`src/rtl/i2c_cond_pkg.sv`:
```
package i2c_cond_pkg;
  typedef enum logic [1:0] {
    PH_IDLE = 2'd0,
    PH_A    = 2'd1,
    PH_B    = 2'd2,
    PH_C    = 2'd3
  } phase_e;

  // control-to-datapath strobes
  typedef struct packed {
    logic       cntClr;
    logic       cntRun;
    phase_e     phase;
    logic [2:0] kindOh;  // bit0 start, bit1 repeated start, bit2 stop
    logic       finish;
  } gen_strobe_t;
endpackage

```
`src/rtl/i2c_cond_dp.sv`:
```
module i2c_cond_dp
  import i2c_cond_pkg::*;
#(
  parameter int HOLD_TICKS = 6
) (
  input  logic        clk,
  input  logic        rstN,
  input  logic        tickEn,
  input  logic        selGen,
  input  logic        shiftScl,
  input  logic        shiftSda,
  input  logic        sclIn,
  input  logic        sdaIn,
  input  gen_strobe_t ctl,
  output logic        phaseDone,
  output logic        detEvent,
  output logic        sclOut,
  output logic        sdaOut
);
  localparam int CW = (HOLD_TICKS > 2) ? $clog2(HOLD_TICKS) : 1;
  localparam logic [CW-1:0] LAST = CW'(HOLD_TICKS - 1);

  logic [CW-1:0] cnt;
  logic parkScl, parkSda;
  logic prevScl, prevSda;
  logic genScl, genSda;

  // phase tick counter
  always_ff @(posedge clk) begin
    if (!rstN)                   cnt <= '0;
    else if (ctl.cntClr)         cnt <= '0;
    else if (ctl.cntRun && tickEn) cnt <= (cnt == LAST) ? '0 : cnt + 1'b1;
  end

  assign phaseDone = ctl.cntRun && tickEn && (cnt == LAST);

  // levels kept after a condition ends
  always_ff @(posedge clk) begin
    if (!rstN) begin
      parkScl <= 1'b1;
      parkSda <= 1'b1;
    end else if (ctl.finish) begin
      parkScl <= ctl.kindOh[2];
      parkSda <= ctl.kindOh[2];
    end
  end

  // level pair per phase and condition kind
  always_comb begin
    unique case (ctl.phase)
      PH_A:    begin genScl = 1'b0; genSda = ctl.kindOh[1];  end
      PH_B:    begin genScl = 1'b1; genSda = ~ctl.kindOh[2]; end
      PH_C:    begin genScl = 1'b1; genSda = ctl.kindOh[2];  end
      default: begin genScl = parkScl; genSda = parkSda;     end
    endcase
  end

  assign sclOut = selGen ? genScl : shiftScl;
  assign sdaOut = selGen ? genSda : shiftSda;

  // bus condition detector
  always_ff @(posedge clk) begin
    if (!rstN) begin
      prevScl <= 1'b1;
      prevSda <= 1'b1;
    end else begin
      prevScl <= sclIn;
      prevSda <= sdaIn;
    end
  end

  assign detEvent = prevScl && sclIn && (prevSda != sdaIn);

  assert_cnt_bound_R7: assert property (@(posedge clk) disable iff (!rstN)
    cnt <= LAST);
  assert_cnt_gated_R7: assert property (@(posedge clk) disable iff (!rstN)
    (!tickEn && selGen) |=> $stable(cnt));
endmodule

```
`src/rtl/i2c_cond_ctrl.sv`:
```
module i2c_cond_ctrl
  import i2c_cond_pkg::*;
(
  input  logic        clk,
  input  logic        rstN,
  input  logic        selGen,
  input  logic [2:0]  setReq,
  input  logic        phaseDone,
  input  logic        detEvent,
  output gen_strobe_t ctl,
  output logic [2:0]  reqBits,
  output logic        irq,
  output logic        busy
);
  phase_e     phase;
  logic [2:0] kindOh;
  logic [2:0] pick;
  logic       goNow;
  logic       finish;

  assign pick   = reqBits & (~reqBits + 3'd1);  // lowest set bit wins
  assign goNow  = (phase == PH_IDLE) && selGen && (reqBits != 3'd0);
  assign finish = selGen && (phase == PH_C) && phaseDone;
  assign busy   = (phase != PH_IDLE);

  always_ff @(posedge clk) begin
    if (!rstN) begin
      phase  <= PH_IDLE;
      kindOh <= 3'b001;
    end else if (!selGen) begin
      phase <= PH_IDLE;
    end else begin
      unique case (phase)
        PH_IDLE: if (goNow) begin
          phase  <= pick[0] ? PH_B : PH_A;
          kindOh <= pick;
        end
        PH_A: if (phaseDone) phase <= PH_B;
        PH_B: if (phaseDone) phase <= PH_C;
        PH_C: if (phaseDone) phase <= PH_IDLE;
        default: phase <= PH_IDLE;
      endcase
    end
  end

  always_ff @(posedge clk) begin
    if (!rstN) begin
      reqBits <= 3'd0;
      irq     <= 1'b0;
    end else begin
      reqBits <= (reqBits & ~(finish ? kindOh : 3'd0)) | setReq;
      irq     <= selGen ? finish : detEvent;
    end
  end

  always_comb begin
    ctl.cntClr = goNow || !selGen;
    ctl.cntRun = busy && selGen;
    ctl.phase  = phase;
    ctl.kindOh = kindOh;
    ctl.finish = finish;
  end

  assert_no_seq_unselected_R1: assert property (@(posedge clk) disable iff (!rstN)
    !selGen |=> (phase == PH_IDLE));
  assert_irq_single_R8: assert property (@(posedge clk) disable iff (!rstN)
    irq |=> !irq);
  assert_req_cleared_R8: assert property (@(posedge clk) disable iff (!rstN)
    (finish && ((setReq & kindOh) == 3'd0)) |=> ((reqBits & $past(kindOh)) == 3'd0));
  assert_priority_R9: assert property (@(posedge clk) disable iff (!rstN)
    goNow |=> ($onehot(kindOh) && (($past(reqBits) & kindOh) != 3'd0)
               && (($past(reqBits) & (kindOh - 3'd1)) == 3'd0)));
endmodule

```
`src/rtl/i2c_cond_gen.sv`:
```
module i2c_cond_gen
  import i2c_cond_pkg::*;
#(
  parameter int HOLD_TICKS = 6
) (
  input  logic       clk,
  input  logic       rstN,
  input  logic       tickEn,
  input  logic       selGen,
  input  logic [2:0] setReq,
  input  logic       shiftScl,
  input  logic       shiftSda,
  input  logic       sclIn,
  input  logic       sdaIn,
  output logic       sclOut,
  output logic       sdaOut,
  output logic       irq,
  output logic [2:0] reqBits
);
  gen_strobe_t ctl;
  logic phaseDone, detEvent, busy;

  i2c_cond_ctrl u_ctrl (
    .clk(clk), .rstN(rstN), .selGen(selGen), .setReq(setReq),
    .phaseDone(phaseDone), .detEvent(detEvent), .ctl(ctl),
    .reqBits(reqBits), .irq(irq), .busy(busy)
  );

  i2c_cond_dp #(.HOLD_TICKS(HOLD_TICKS)) u_dp (
    .clk(clk), .rstN(rstN), .tickEn(tickEn), .selGen(selGen),
    .shiftScl(shiftScl), .shiftSda(shiftSda), .sclIn(sclIn), .sdaIn(sdaIn),
    .ctl(ctl), .phaseDone(phaseDone), .detEvent(detEvent),
    .sclOut(sclOut), .sdaOut(sdaOut)
  );

  // inside a running sequence, data only moves while the clock stays high
  assert_sda_edge_scl_high_R6: assert property (@(posedge clk) disable iff (!rstN)
    (busy && $past(busy) && selGen && $past(selGen) && (sdaOut != $past(sdaOut)))
      |-> (sclOut && $past(sclOut)));
endmodule

```
`config.mk`:
```
export PLATFORM = sky130hd
export DESIGN_NAME = i2c_cond_gen
export DESIGN_NICKNAME = d
export VERILOG_FILES = /design/src/rtl/i2c_cond_pkg.sv /design/src/rtl/i2c_cond_dp.sv /design/src/rtl/i2c_cond_ctrl.sv /design/src/rtl/i2c_cond_gen.sv
export SDC_FILE = /design/constraint.sdc
export NUM_CORES = 1
export LEC_CHECK = 0
export BUFFER_PORTS_ARGS = -buffer_cell sky130_fd_sc_hd__clkbuf_2
export CORE_AREA = 3 3 43 45
export DETAILED_ROUTE_END_ITERATION = 12
export DIE_AREA = 0 0 46 48
export GPL_TIMING_DRIVEN = 0
export PLACE_DENSITY = 0.74
export RECOVER_POWER = 25
export SLEW_MARGIN = 25
export SYNTH_ARGS = -nofsm -noshare
export SYNTH_HDL_FRONTEND = slang
export SYNTH_SLANG_ARGS = --single-unit
```
`constraint.sdc`:
```
create_clock -name clk -period 2.3 [get_ports clk]
set_input_delay 0.115 -clock clk [delete_from_list [all_inputs] [get_ports clk]]
set_output_delay 0.115 -clock clk [all_outputs]
set_load 0.02 [all_outputs]
```
; ---- Word level (Yosys, flattened, before mapping)
; Cells that the tools add are included.
[word_totals]
regBits = 15
input_bits = 11
output_inout_bits = 6
[op_classes]
addsub = 2
eq_ne = 9
mux = 13
bitwise = 7
n_reduce_logical = 19
[ops]
columns = operator, n
row1 = $mux 2, 5
row2 = $logic_and 1x1->1, 9
row3 = $ne 2x1->1 const B, 4
row4 = $pmux 2 s4, 1
row5 = $add 3x1->3 const B, 2
row6 = $and 3x3->3, 2
row7 = $mux 3, 2
row8 = $not 3->3, 2
row9 = $eq 2x2->1 const B, 2
row10 = $reduce_and 4->1, 1
row11 = $reduce_or 2->1, 2
row12 = $eq 3x3->1 const B, 1
row13 = $mux 1, 3
row14 = $or 3x3->3, 1
row15 = $pmux 1 s3, 1
row16 = $reduce_and 3->1, 1
row17 = $reduce_bool 3->1, 1
row18 = $eq 2x1->1 const B, 1
row19 = $logic_not 2->1, 1
row20 = $not 1->1, 2
row21 = $pmux 1 s2, 1
row22 = $reduce_and 2->1, 1
row23 = $reduce_bool 2->1, 1
row24 = $logic_not 1->1, 1
row25 = 2 further kinds, 2

; ---- Logic depth before layout (Yosys ltp)
; Gate-level depths: netlist of run 1.
[logic_depth]
ltp_word = 9
mapped_depth = 7
ltp_nobuf = 6

; ---- Modules after synthesis
; Synthesis of run 1 repeated with hierarchy kept, for this count alone.
[hier_totals]
cells_unflattened = 92
hier_area_um2 = 810.8
[by_module_without_submodules]
columns = module, instances, cells_each, area_each_um2, seq_area_each_um2
row1 = i2c_cond_ctrl, 1, 59, 525.5, 180.2
row2 = i2c_cond_dp, 1, 33, 285.3, 120.1

; ---- Worst setup path after synthesis of run 1
; Ideal clock, no wire load.
[synth_path]
path_type = reg-to-reg
from = register u_ctrl.phase[0]
to = register u_ctrl.phase[0]
setup_time_ns = 0.070
arrival_time_ns = 1.570
required_ns = 2.230
setup_slack_ns = 0.660
stages_incl_launch_ff = 7
path_buffers = 0
period_less_slack_ns = 1.640
path_cell_list = dfxtp_1 inv_1 ha_1 nand4b_2 o32a_1 or3_1 a21oi_1
[synth_via]
elab_chain_len = 6
elab_cells_between_ends = 16
[synth_lines]
columns = item, line_no
row1 = from (decl), i2c_cond_ctrl.sv:15  ; phase_e phase;
row2 = from (signal assigned), i2c_cond_ctrl.sv:35  ; phase <= pick[0] ? PH_B : PH_A;
row3 = $reduce_bool 2->1, i2c_cond_ctrl.sv:24  ; assign busy = (phase != PH_IDLE);
row4 = $logic_and 1x1->1, i2c_cond_ctrl.sv:58  ; ctl.cntRun = busy && selGen;
row5 = $logic_and 1x1->1 (2 in series), i2c_cond_dp.sv:35  ; assign phaseDone = ctl.cntRun && tickEn && (cnt == LAST);
row6 = $ne 2x1->1 (no line), -
row7 = $reduce_and 4->1 (no line), -
; Parallel ways exist; a longest one is shown, timed or not.
; A chain may end at the register's enable or synchronous reset.

; ---- Worst setup path in the final report of run 1
[layout_path]
from = register u_ctrl.phase[0]
to = output sclOut
[layout_via]
elab_chain_len = 4
elab_cells_between_ends = 6
[layout_lines]
columns = item, line_no
row1 = $eq 2x2->1, i2c_cond_dp.sv:50  ; unique case (ctl.phase)
row2 = $reduce_or 2->1 (no line), -
row3 = $pmux 1 s2 *, i2c_cond_dp.sv:50
row4 = $mux 1 *, i2c_cond_dp.sv:58  ; assign sclOut = selGen ? genScl : shiftScl;
row5 = to (decl), i2c_cond_gen.sv:15  ; output logic sclOut,
; Every way passes the cells marked *; elsewhere a longest branch is shown, timed or not.

==> results.json, run 1 <==
{
  "crit_path_max_fanout": 10,
  "synth_top_area_frac": 0.388,
  "crit_arrival_ns": 1.77,
  "period_minus_slack_ns": 1.89,
  "vias": 692,
  "power.leakage_uw": 0.000397,
  "yosysMostFrequentCell": "dfxtp_1",
  "fmax_ghz": 0.529,
  "worst_pin_slew_ns": 0.412,
  "post_cts_resized": 0,
  "diodes": 0,
  "initial_utilization": 0.514,
  "syn_nets": 108,
  "relSlewSlack": 0.724,
  "rows": 14,
  "crit_path_top_delay_cell": "dfxtp_1",
  "ys_async_sr_fraction": 0,
  "fin_crit_sh": 0.822,
  "r2r_cells": 6,
  "fin_skew_ns": 0.00486,
  "grt_pass1_vias": 625,
  "synth_seq_cells": 15,
  "p_int_uw": 375,
  "synth_area_um2": 774,
  "synthDominantAreaCellType": "dfxtp_1",
  "grt_setup_unrepaired": "false",
  "yosys_warnings": 0,
  "combPwrFrac": 0.171,
  "htree_levels": 1,
  "area_growth_pct": 15.8,
  "dieArea_um2": 2210,
  "overflow": 0,
  "post_cts_buffers": 0,
  "clock_sinks": 15,
  "cts_tree": "yes",
  "hpwl_um": 1190,
  "clockPowerShare": 0.284,
  "clk_pin_slew_worst_paths_ns": 0.09,
  "grt_util_met3": 0.0338,
  "met2_usage": 0.264,
  "grt_max_degree": 11,
  "ys_top_cells_by_count": "15 x dfxtp_1, 10 x inv_1, 10 x o21ai_0, 8 x nand2_1, 6 x nor2_1",
  "synth_edf_count": 0,
  "synth_area_leaders": "dfxtp_1 39%, ha_1 6.5%, o21ai_0 6.5%, mux2i_1 5.2%, inv_1 4.8%",
  "routed_wl_um": 1470,
  "coreArea_um2": 1510,
  "portBuffers": 16,
  "p_sw_uw": 144,
  "grtUsageTotal": 0.155,
  "grtUsageMet1": 0.194,
  "crit_path_max_incr_delay_ns": 0.39,
  "p_sw_frac": 0.277,
  "status": "completed",
  "grt-busiest-layer": "met2",
  "viasPerCell": 5.36,
  "synth_cell_types": 30,
  "globalplace.congestion": 0.777,
  "cap_violations": 0,
  "path_class": "reg -> out",
  "root_buffer": "clkbuf_4",
  "dpl-instance-area_um2": 875,
  "clock_path_buffers": 2,
  "clkLatencyLatePin_ns": 0.28,
  "drtIter0Drc": 6,
  "path_buf_inv": 3,
  "num_io_pins": 17,
  "final_max_slew_viol_count": 0,
  "ant_nets": 0,
  "cts_hold_buf": 0,
  "path_cells": "inv_1 -> ha_1 -> buf_2 -> o311ai_0 -> o21ai_0 -> clkbuf_2",
  "powerDensity_nw_per_um2": 578,
  "hold_violations": 0,
  "syn_avg_cell_area_um2": 8.33,
  "die_h_um": 48,
  "cp-end-kind": "output port",
  "cts_made_buffers": 3,
  "cp.depth": 6,
  "synthCells": 93,
  "cp-start-kind": "flop",
  "setup_tns_ns": 0,
  "hp-class": "in -> reg",
  "drc": 0,
  "p_seq_frac": 0.545,
  "synth_seq_area_share": 0.388,
  "ff2ff_setup_slack_ns": 0.50,
  "synthFlopType": "dfxtp_1",
  "hold_depth": 2,
  "die_w_um": 46,
  "fin_area_um2": 897,
  "drt_pass1_iterations": 4,
  "antenna_found_initial": 0,
  "setup_viol_count_final": 0,
  "critPathRequiredTime_ns": 2.18,
  "critical_path.top_delay_family": "compound AO/OA/AOI/OAI gates",
  "nets": 129,
  "grt_pass1_wl_um": 2500,
  "wl_per_cell_um": 11.4,
  "drive_gt1_frac": 0.177,
  "ir_drop_v": 0.000346
}
[path summary, 6_finish.rpt]
| kind | start | end |
|---|---|---|
| worst max-delay path | u_ctrl.phase[0] | sclOut |
| worst min-delay path | sclIn | u_dp.prevScl |
| worst max register to register | u_ctrl.phase[0] | u_ctrl.phase[1] |
| worst min register to register | u_ctrl.kindOh[0] | u_ctrl.reqBits[0] |
[final cells by class]
class | instances | area [um2]
Tap cell | 16 | 20.0
Buffer | 4 | 20.0
Inverter | 10 | 37.5
Clock inverter | 1 | 5.00
Sequential cell | 15 | 300
Clock buffer | 3 | 22.5
Multi-Input combinational cell | 64 | 417
Fill cell | 149 | 609
Timing Repair Buffer | 16 | 75.1
[cells by family (layout without fill, tap and decap cells)]
| group | count (synthesis) | after routing | synth area share |
|---|---|---|---|
| compound gates | 26 | 26 | 0.204 |
| xor+xnor | 2 | 2 | 0.0226 |
| fa+ha+maj | 4 | 4 | 0.0646 |
| buf+inv | 14 | 34 | 0.0743 |
| flops | 15 | 15 | 0.388 |
| mux | 4 | 4 | 0.0517 |
| simple gates | 28 | 28 | 0.195 |
[metrics by stage]
stage	hold slack [ns]	power (uW)	setup slack [ns]	std cells	util
after global routing	0.0379	553	0.295	129	0.596
after detailed placement	0.322	378	0.482	125	0.581
after floorplan	0.216	348	0.660	93	-
after global placement	0.315	376	0.545	125	0.581
after CTS	0.0298	528	0.385	129	0.599
final	0.0354	518	0.410	129	0.596
[power by group through the flow]
stage          registers [uW]  clock network [uW]  logic (uW)
4_1_cts                   282                 155        90.5
5_1_grt                   284                 169         100
2_1_floorplan             289                   0        58.9
3_5_place_dp              288                   0        90.0
3_3_place_gp              288                   0        87.5
6_report                  282                 147        88.7
[cells in the final DEF (no fill, tap or decap), drive strengths merged, types with 2 or more instances in the layout]
master / Yosys / routed
dfxtp: 15 / 15
nor3: 3 / 3
buf: 2 / 2
a31oi: 4 / 4
a21oi: 5 / 5
clkbuf: 2 / 21
or3: 3 / 3
o21ai: 10 / 10
ha: 4 / 4
nand2b: 3 / 3
nor2: 6 / 6
inv: 10 / 10
nand2: 8 / 8
mux2i: 4 / 4
[routing by layer]
layer  routed length, um  part of all wire
met5                   0                 0
met4                   0                 0
met3                  62             0.042
met2                 695              0.47
met1                 714              0.49
[state kept, by name (all words and copies together) (netlist names)]
signal	flops
u_ctrl.kindOh	3
u_ctrl.reqBits	3
u_dp.cnt	3
u_ctrl.phase	2
u_ctrl.irq	1
u_dp.parkScl	1
u_dp.prevScl	1
u_dp.prevSda	1
Power figures use the tool's default switching activity.
==> run 2: changes to the inputs <==
ABC_AREA = 1   (was not set)
PLACE_DENSITY = 0.73   (was 0.74)
clock period = 1.83 ns   (was 2.3 ns; I/O delays follow)
==> run 2 against run 1 <==
Effect of this change: the flow now finishes with violations (hold timing); setup slack worse by 0.23 ns; first-iteration DRC count increased to 3.0 times the previous value; utilization increased by 0.083 points; non-clock buffer count down 2; cell area up 0.14%; combinational power grew 110%; worst hold slack got worse by 0.038 ns; flip-flop and latch count stayed put.
==> results.json, run 2 <==
{
  "status": "complete, but fails checks",
  "violations": "hold timing",
  "final_common_cell": "nand2_1",
  "synth_cell_types": 18,
  "grt_pass1_wl_um": 2610,
  "p_seq_frac": 0.486,
  "synth_edf_count": 0,
  "reg_top3": "u_ctrl.kindOh x3, u_ctrl.reqBits x3, u_dp.cnt x3",
  "grt_setup_unrepaired": "false",
  "synthXorXnorAreaFrac": 0.0115,
  "hold_violations": 1,
  "hpwl_um": 1320,
  "synthFlopType": "dfxtp_1",
  "setup_viol_count_final": 0,
  "wl_per_cell_um": 11.0,
  "diodes": 0,
  "combPwrFrac": 0.248,
  "layout_common_cells": "26 x nand2_1, 16 x inv_1, 15 x dfxtp_1",
  "relSlewSlack": 0.818,
  "critPathRequiredTime_ns": 1.74,
  "crit_start": "u_ctrl.phase[0]",
  "clockPowerShare": 0.267,
  "htree_levels": 1,
  "muxShareOfSynthArea": 0,
  "drt_pass1_iterations": 4,
  "ys_top_cells_by_count": "26 x nand2_1, 16 x inv_1, 15 x dfxtp_1, 14 x nor2_1, 10 x a21oi_1",
  "p_sw_frac": 0.328,
  "cp-start-kind": "flop",
  "crit_arrival_ns": 1.56,
  "power.leakage_uw": 0.000440,
  "vias": 724,
  "drc": 0,
  "ys_async_sr_fraction": 0,
  "synth_top_family_by_area": "simple AND/OR/NAND/NOR gates",
  "dpl.cell_count": 143,
  "grt_pass1_vias": 634,
  "ant_nets": 0,
  "fin_crit_sh": 0.900,
  "synthCells": 111,
  "synthAdderAreaFrac": 0.0656,
  "drive_gt1_frac": 0.197,
  "fin_cells": 148,
  "fin_skew_ns": 0.0106,
  "initial_utilization": 0.507,
  "rows": 14,
  "synth_simple_gate_area_frac": 0.341,
  "syn_avg_cell_area_um2": 6.88,
  "clock_path_buffers": 2,
  "synth_seq_cells": 15,
  "syn_nets": 126,
  "ir_drop_v": 0.000571,
  "coreArea_um2": 1510,
  "portBuffers": 16,
  "synth_compound_area_frac": 0.0951,
  "synth_seq_area_share": 0.393,
  "nets": 148,
  "hold_depth": 3,
  "overflow": 0,
  "worst_pin_slew_ns": 0.272,
  "antenna_found_initial": 0,
  "grt_max_degree": 10,
  "clock_sinks": 15,
  "area_growth_pct": 17.7,
  "clkLatencyLatePin_ns": 0.30,
  "yosys_warnings": 0,
  "period_minus_slack_ns": 1.65,
  "p_sw_uw": 243,
  "cts_tree": "yes",
  "path_class": "reg -> out",
  "die_w_um": 46,
  "die_h_um": 48,
  "synth_area_um2": 763,
  "fmax_ghz": 0.607,
  "synth_top_area_frac": 0.393,
  "cap_violations": 0,
  "dieArea_um2": 2210,
  "synthDominantAreaCellType": "dfxtp_1",
  "reg2reg_from": "u_ctrl.phase[0]",
  "grtUsageTotal": 0.166,
  "setup_tns_ns": 0,
  "yosysMostFrequentCell": "nand2_1",
  "r2r_cells": 8,
  "powerDensity_nw_per_um2": 823,
  "root_buffer": "clkbuf_4",
  "p_int_uw": 497,
  "synth_area_leaders": "dfxtp_1 39%, nand2_1 13%, inv_1 7.9%, nor2_1 6.9%, a21oi_1 6.6%",
  "clk_pin_slew_worst_paths_ns": 0.10,
  "routed_wl_um": 1640,
  "num_io_pins": 17,
  "cts_made_buffers": 3,
  "crit_path_max_fanout": 4,
  "min-delay-start": "setReq[1]",
  "viasPerCell": 4.89,
  "hp-class": "in -> reg",
  "drtIter0Drc": 18,
  "final_max_slew_viol_count": 0,
  "hold_slack_ns": -0.00265,
  "cp-end-kind": "output port",
  "globalplace.congestion": 0.776
}
## run 2: changes by cell type after synthesis, sizes merged, moves of 3 or more
cell / before / now
nand2: 8 / 30
nor2: 6 / 15
inv: 10 / 17
o21ai: 10 / 3
a21oi: 5 / 10
a31oi: 4 / 0
mux2i: 4 / 0
nand2b: 3 / 0
nand3: 1 / 4
nand4: 0 / 3
or3: 3 / 0
## run 2: kinds of logic after synthesis
logic type,Yosys count
and+or+nand+nor,59
buffers and inverters,18
DFF,15
AOI/OAI and AO/OA,14
adders and majority gates,4
xor gates and xnor gates,1
## run 2: critical path, stage by stage (launching register included)
cell      delay, ns
dfxtp_1        0.34
inv_1          0.10
ha_1           0.23
inv_1          0.05
o21ai_0        0.12
o21ai_0        0.10
a21oi_1        0.14
clkbuf_2       0.18
## run 2: repair_timing
item,in CTS,in global routing
endpoints found under the hold margin,1,0
hold buffers,1,0
gates resized for setup,0,1
buffers inserted,0,0
endpoints found under the setup margin,0,2
## run 2: metal layers
metal  share of wire  wire [um]  up-vias  GRT usage
met5               0          0        -          0
met1            0.47        762      312      0.206
met4           0.021         34        0     0.0682
met2            0.47        764       19      0.286
li1                -          -      388          -
met3           0.045         73        5     0.0226
## run 2: area by class of cell
class,instances,area (um2)
Clock inverter,1,5.00
Tap cell,16,20.0
Fill cell,153,608
Sequential cell,15,300
Timing Repair Buffer,17,85.1
Buffer,1,7.51
Inverter,17,63.8
Multi-Input combinational cell,78,394
Clock buffer,3,22.5
## run 2: metrics by stage
| stage | setup slack, ns | util | power [uW] | cell area (um2) |
|---|---|---|---|---|
| floorplan | 0.527 | - | 496 | 763 |
| global placement | 0.337 | 0.573 | 541 | 863 |
| detailed placement | 0.302 | 0.573 | 548 | 863 |
| CTS | 0.120 | 0.598 | 742 | 901 |
| global route | 0.0535 | 0.596 | 781 | 898 |
| finish | 0.182 | 0.596 | 739 | 898 |
## run 2: worst paths after layout
| check | slack (ns) | end |
|---|---|---|
| max reg2reg | 0.37 | u_ctrl.reqBits[2] |
| min | -0.003 | u_ctrl.reqBits[1] |
| min reg2reg | 0.48 | u_ctrl.kindOh[0] |
| max | 0.18 | sdaOut |
## run 2: power by group through the flow
stage                     Clock, uW  Sequential (uW)  Combinational [uW]
final                           197              359                 183
after global routing            211              363                 208
after CTS                       200              359                 183
after detailed placement          0              367                 181
after global placement            0              366                 175
after floorplan                   0              368                 128
==> run 3: changes to the inputs <==
CORE_AREA = 3 3 47 49   (was 3 3 43 45)
DIE_AREA = 0 0 50 52   (was 0 0 46 48)
PLACE_DENSITY = 0.66   (was 0.73)
SETUP_SLACK_MARGIN = 0.1   (was not set)
SYNTH_HIERARCHICAL = 1   (was not set)
==> run 3 against run 2 <==
Effect of this change: the run now ends clean; flip-flop and latch count stayed put; cell area is 15% higher; clock-buffer cell count stayed put; largest power group unchanged.
==> results.json, run 3 <==
{
  "wl_per_cell_um": 9.72,
  "cts_tree": "yes",
  "met1_length_um": 843,
  "worst_pin_slew_ns": 0.250,
  "cts_hold_buf": 0,
  "initial_utilization": 0.434,
  "dieArea_um2": 2600,
  "synth_area_um2": 826,
  "yosys_warnings": 6,
  "root_buffer": "clkbuf_4",
  "final_common_cell": "nand2_1",
  "clkLatencyLatePin_ns": 0.28,
  "critPathRequiredTime_ns": 2.01,
  "reg_top3": "u_ctrl/kindOh x3, u_ctrl/reqBits x3, u_dp/cnt x3",
  "reg2reg_from": "u_ctrl/phase[1]",
  "crit_path_max_fanout": 5,
  "diodes": 0,
  "final_max_slew_viol_count": 0,
  "path_cells": "inv_1 -> ha_4 -> nor2_4 -> nand4_1 -> nor2_2 -> nand3_2 -> inv_2 -> nand2_1 -> a21oi_1 -> nor2_1",
  "drtIter0Drc": 9,
  "hold_end": "u_ctrl/reqBits[2]",
  "cp-start-kind": "flop",
  "rows": 16,
  "grt_pass1_wl_um": 2770,
  "fin_area_um2": 1030,
  "grtUsageTotal": 0.141,
  "num_io_pins": 17,
  "syn_nets": 135,
  "r2r_cells": 10,
  "viasPerCell": 4.52,
  "fin_skew_ns": 0.00531,
  "crit_arrival_ns": 1.79,
  "relSlewSlack": 0.833,
  "path_class": "reg -> reg",
  "cts_made_buffers": 3,
  "hpwl_um": 1250,
  "synthCells": 119,
  "powerDensity_nw_per_um2": 754,
  "wl_met2_um": 724,
  "grt_setup_unrepaired": "false",
  "area_growth_pct": 24.8,
  "ant_nets": 0,
  "setup_viol_count_final": 0,
  "grt_pass1_vias": 649,
  "period_minus_slack_ns": 1.61,
  "crit_path_max_incr_delay_ns": 0.38,
  "overflow": 0,
  "drc": 0,
  "top_layer": "met4",
  "coreArea_um2": 1900,
  "globalplace.congestion": 0.737,
  "crit_path_top_delay_cell": "dfxtp_4",
  "hp-class": "in -> reg",
  "ff2ff_setup_slack_ns": 0.22,
  "met3WireLength_um": 71,
  "htree_levels": 1,
  "portBuffers": 16,
  "timing.final.ws_setup_ns": 0.217,
  "pre_cts_ws_ns": -0.221,
  "fill_cells": 203,
  "grt_max_degree": 10,
  "layout_common_cells": "24 x nand2_1, 16 x inv_1, 16 x nor2_1",
  "hold_violations": 0,
  "routed_wl_um": 1650,
  "fin_crit_sh": 0.882,
  "hold_depth": 3,
  "die_w_um": 50,
  "cap_violations": 0,
  "r2r-end": "u_ctrl/reqBits[0]",
  "clk_pin_slew_worst_paths_ns": 0.10,
  "clock_path_buffers": 2,
  "dpl-instance-area_um2": 940,
  "drive_gt1_frac": 0.294,
  "status": "completed",
  "nets": 160,
  "vias": 769,
  "clock_sinks": 15,
  "die_h_um": 52,
  "cp-end-kind": "flop",
  "fmax_ghz": 0.620,
  "ir_drop_v": 0.000453,
  "power.leakage_uw": 0.000485,
  "syn_avg_cell_area_um2": 6.94,
  "min-delay-start": "setReq[2]",
  "drt_pass1_iterations": 6,
  "antenna_found_initial": 0
}
-- run 3: cell types whose count changed in the layout (fill, tap and decap cells not counted), moves of 2 or more --
cell	before	now
buf_4	1	6
dfxtp_1	15	13
dfxtp_4	0	2
nand2_1	26	24
nand3_1	4	6
nand3_2	0	2
nor2_1	14	16
nor2_2	1	4
nor2_4	0	2
nor3_1	4	0
-- run 3: through the flow --
stage               power, uW  hold slack, ns  cells  TNS [ns]  utilization
finish                    777          0.0132    170         0        0.542
CTS                       767        0.000742    166         0        0.519
detailed placement        566           0.307    162    -0.934        0.494
global placement          559           0.297    162    -0.760        0.494
floorplan                 513           0.176    119         0            -
global route              829          0.0140    170         0        0.542
-- run 3: layer usage --
metal  up-vias  track usage
li1        421            -
met5         -            0
met3         2       0.0401
met1       333        0.177
met4         0       0.0691
met2        13        0.217
-- run 3: area by class of cell --
type	count	area, um2	area share
clock buffer	3	22.5	0.0218
inverter	18	67.6	0.0655
clock inverter	1	5.00	0.00485
buffer	2	15.0	0.0146
tap	27	33.8	0.0328
timing repair buffer	20	105	0.102
multi-input combinational	84	474	0.460
sequential	15	308	0.299
-- run 3: worst max-delay path by stage --
| stage | start | to | slack (ns) | cells after the start |
|---|---|---|---|---|
| 2_1_floorplan | u_ctrl/phase[0] | u_ctrl/reqBits[1] | 0.13 | 10 |
| 3_3_place_gp | u_ctrl/phase[1] | u_ctrl/reqBits[0] | -0.19 | 10 |
| 3_5_place_dp | u_ctrl/phase[0] | u_ctrl/reqBits[0] | -0.22 | 10 |
| 4_1_cts | u_ctrl/phase[0] | u_ctrl/reqBits[0] | 0.10 | 10 |
| 5_1_grt | u_ctrl/phase[1] | u_ctrl/reqBits[1] | 0.08 | 10 |
| 6_report | u_ctrl/phase[1] | u_ctrl/reqBits[0] | 0.22 | 10 |
-- run 3: timing repair --
| item | CTS | global route |
|---|---|---|
| setup buffers | 0 | 4 |
| pin swaps | 0 | 3 |
| hold endpoints to repair | 0 | 0 |
| resized for setup | 8 | 3 |
| endpoints found under the setup margin | 7 | 5 |
-- run 3: power breakdown --
part	switching (uW)	leakage (uW)	total (uW)	internal, uW
clock network	111	0.0000177	192	81.1
logic	130	0.000343	223	92.1
registers	16.9	0.000125	363	346
total	258	0.000485	777	519
-- run 3: worst max-delay path: cells and delay by family (launching register included) --
kind,cells,cell delay [ns]
buffers and inverters,2,0.19
and+or+nand+nor,6,0.63
adders and majority gates,1,0.19
AOI/OAI and AO/OA,1,0.12
DFF,1,0.38
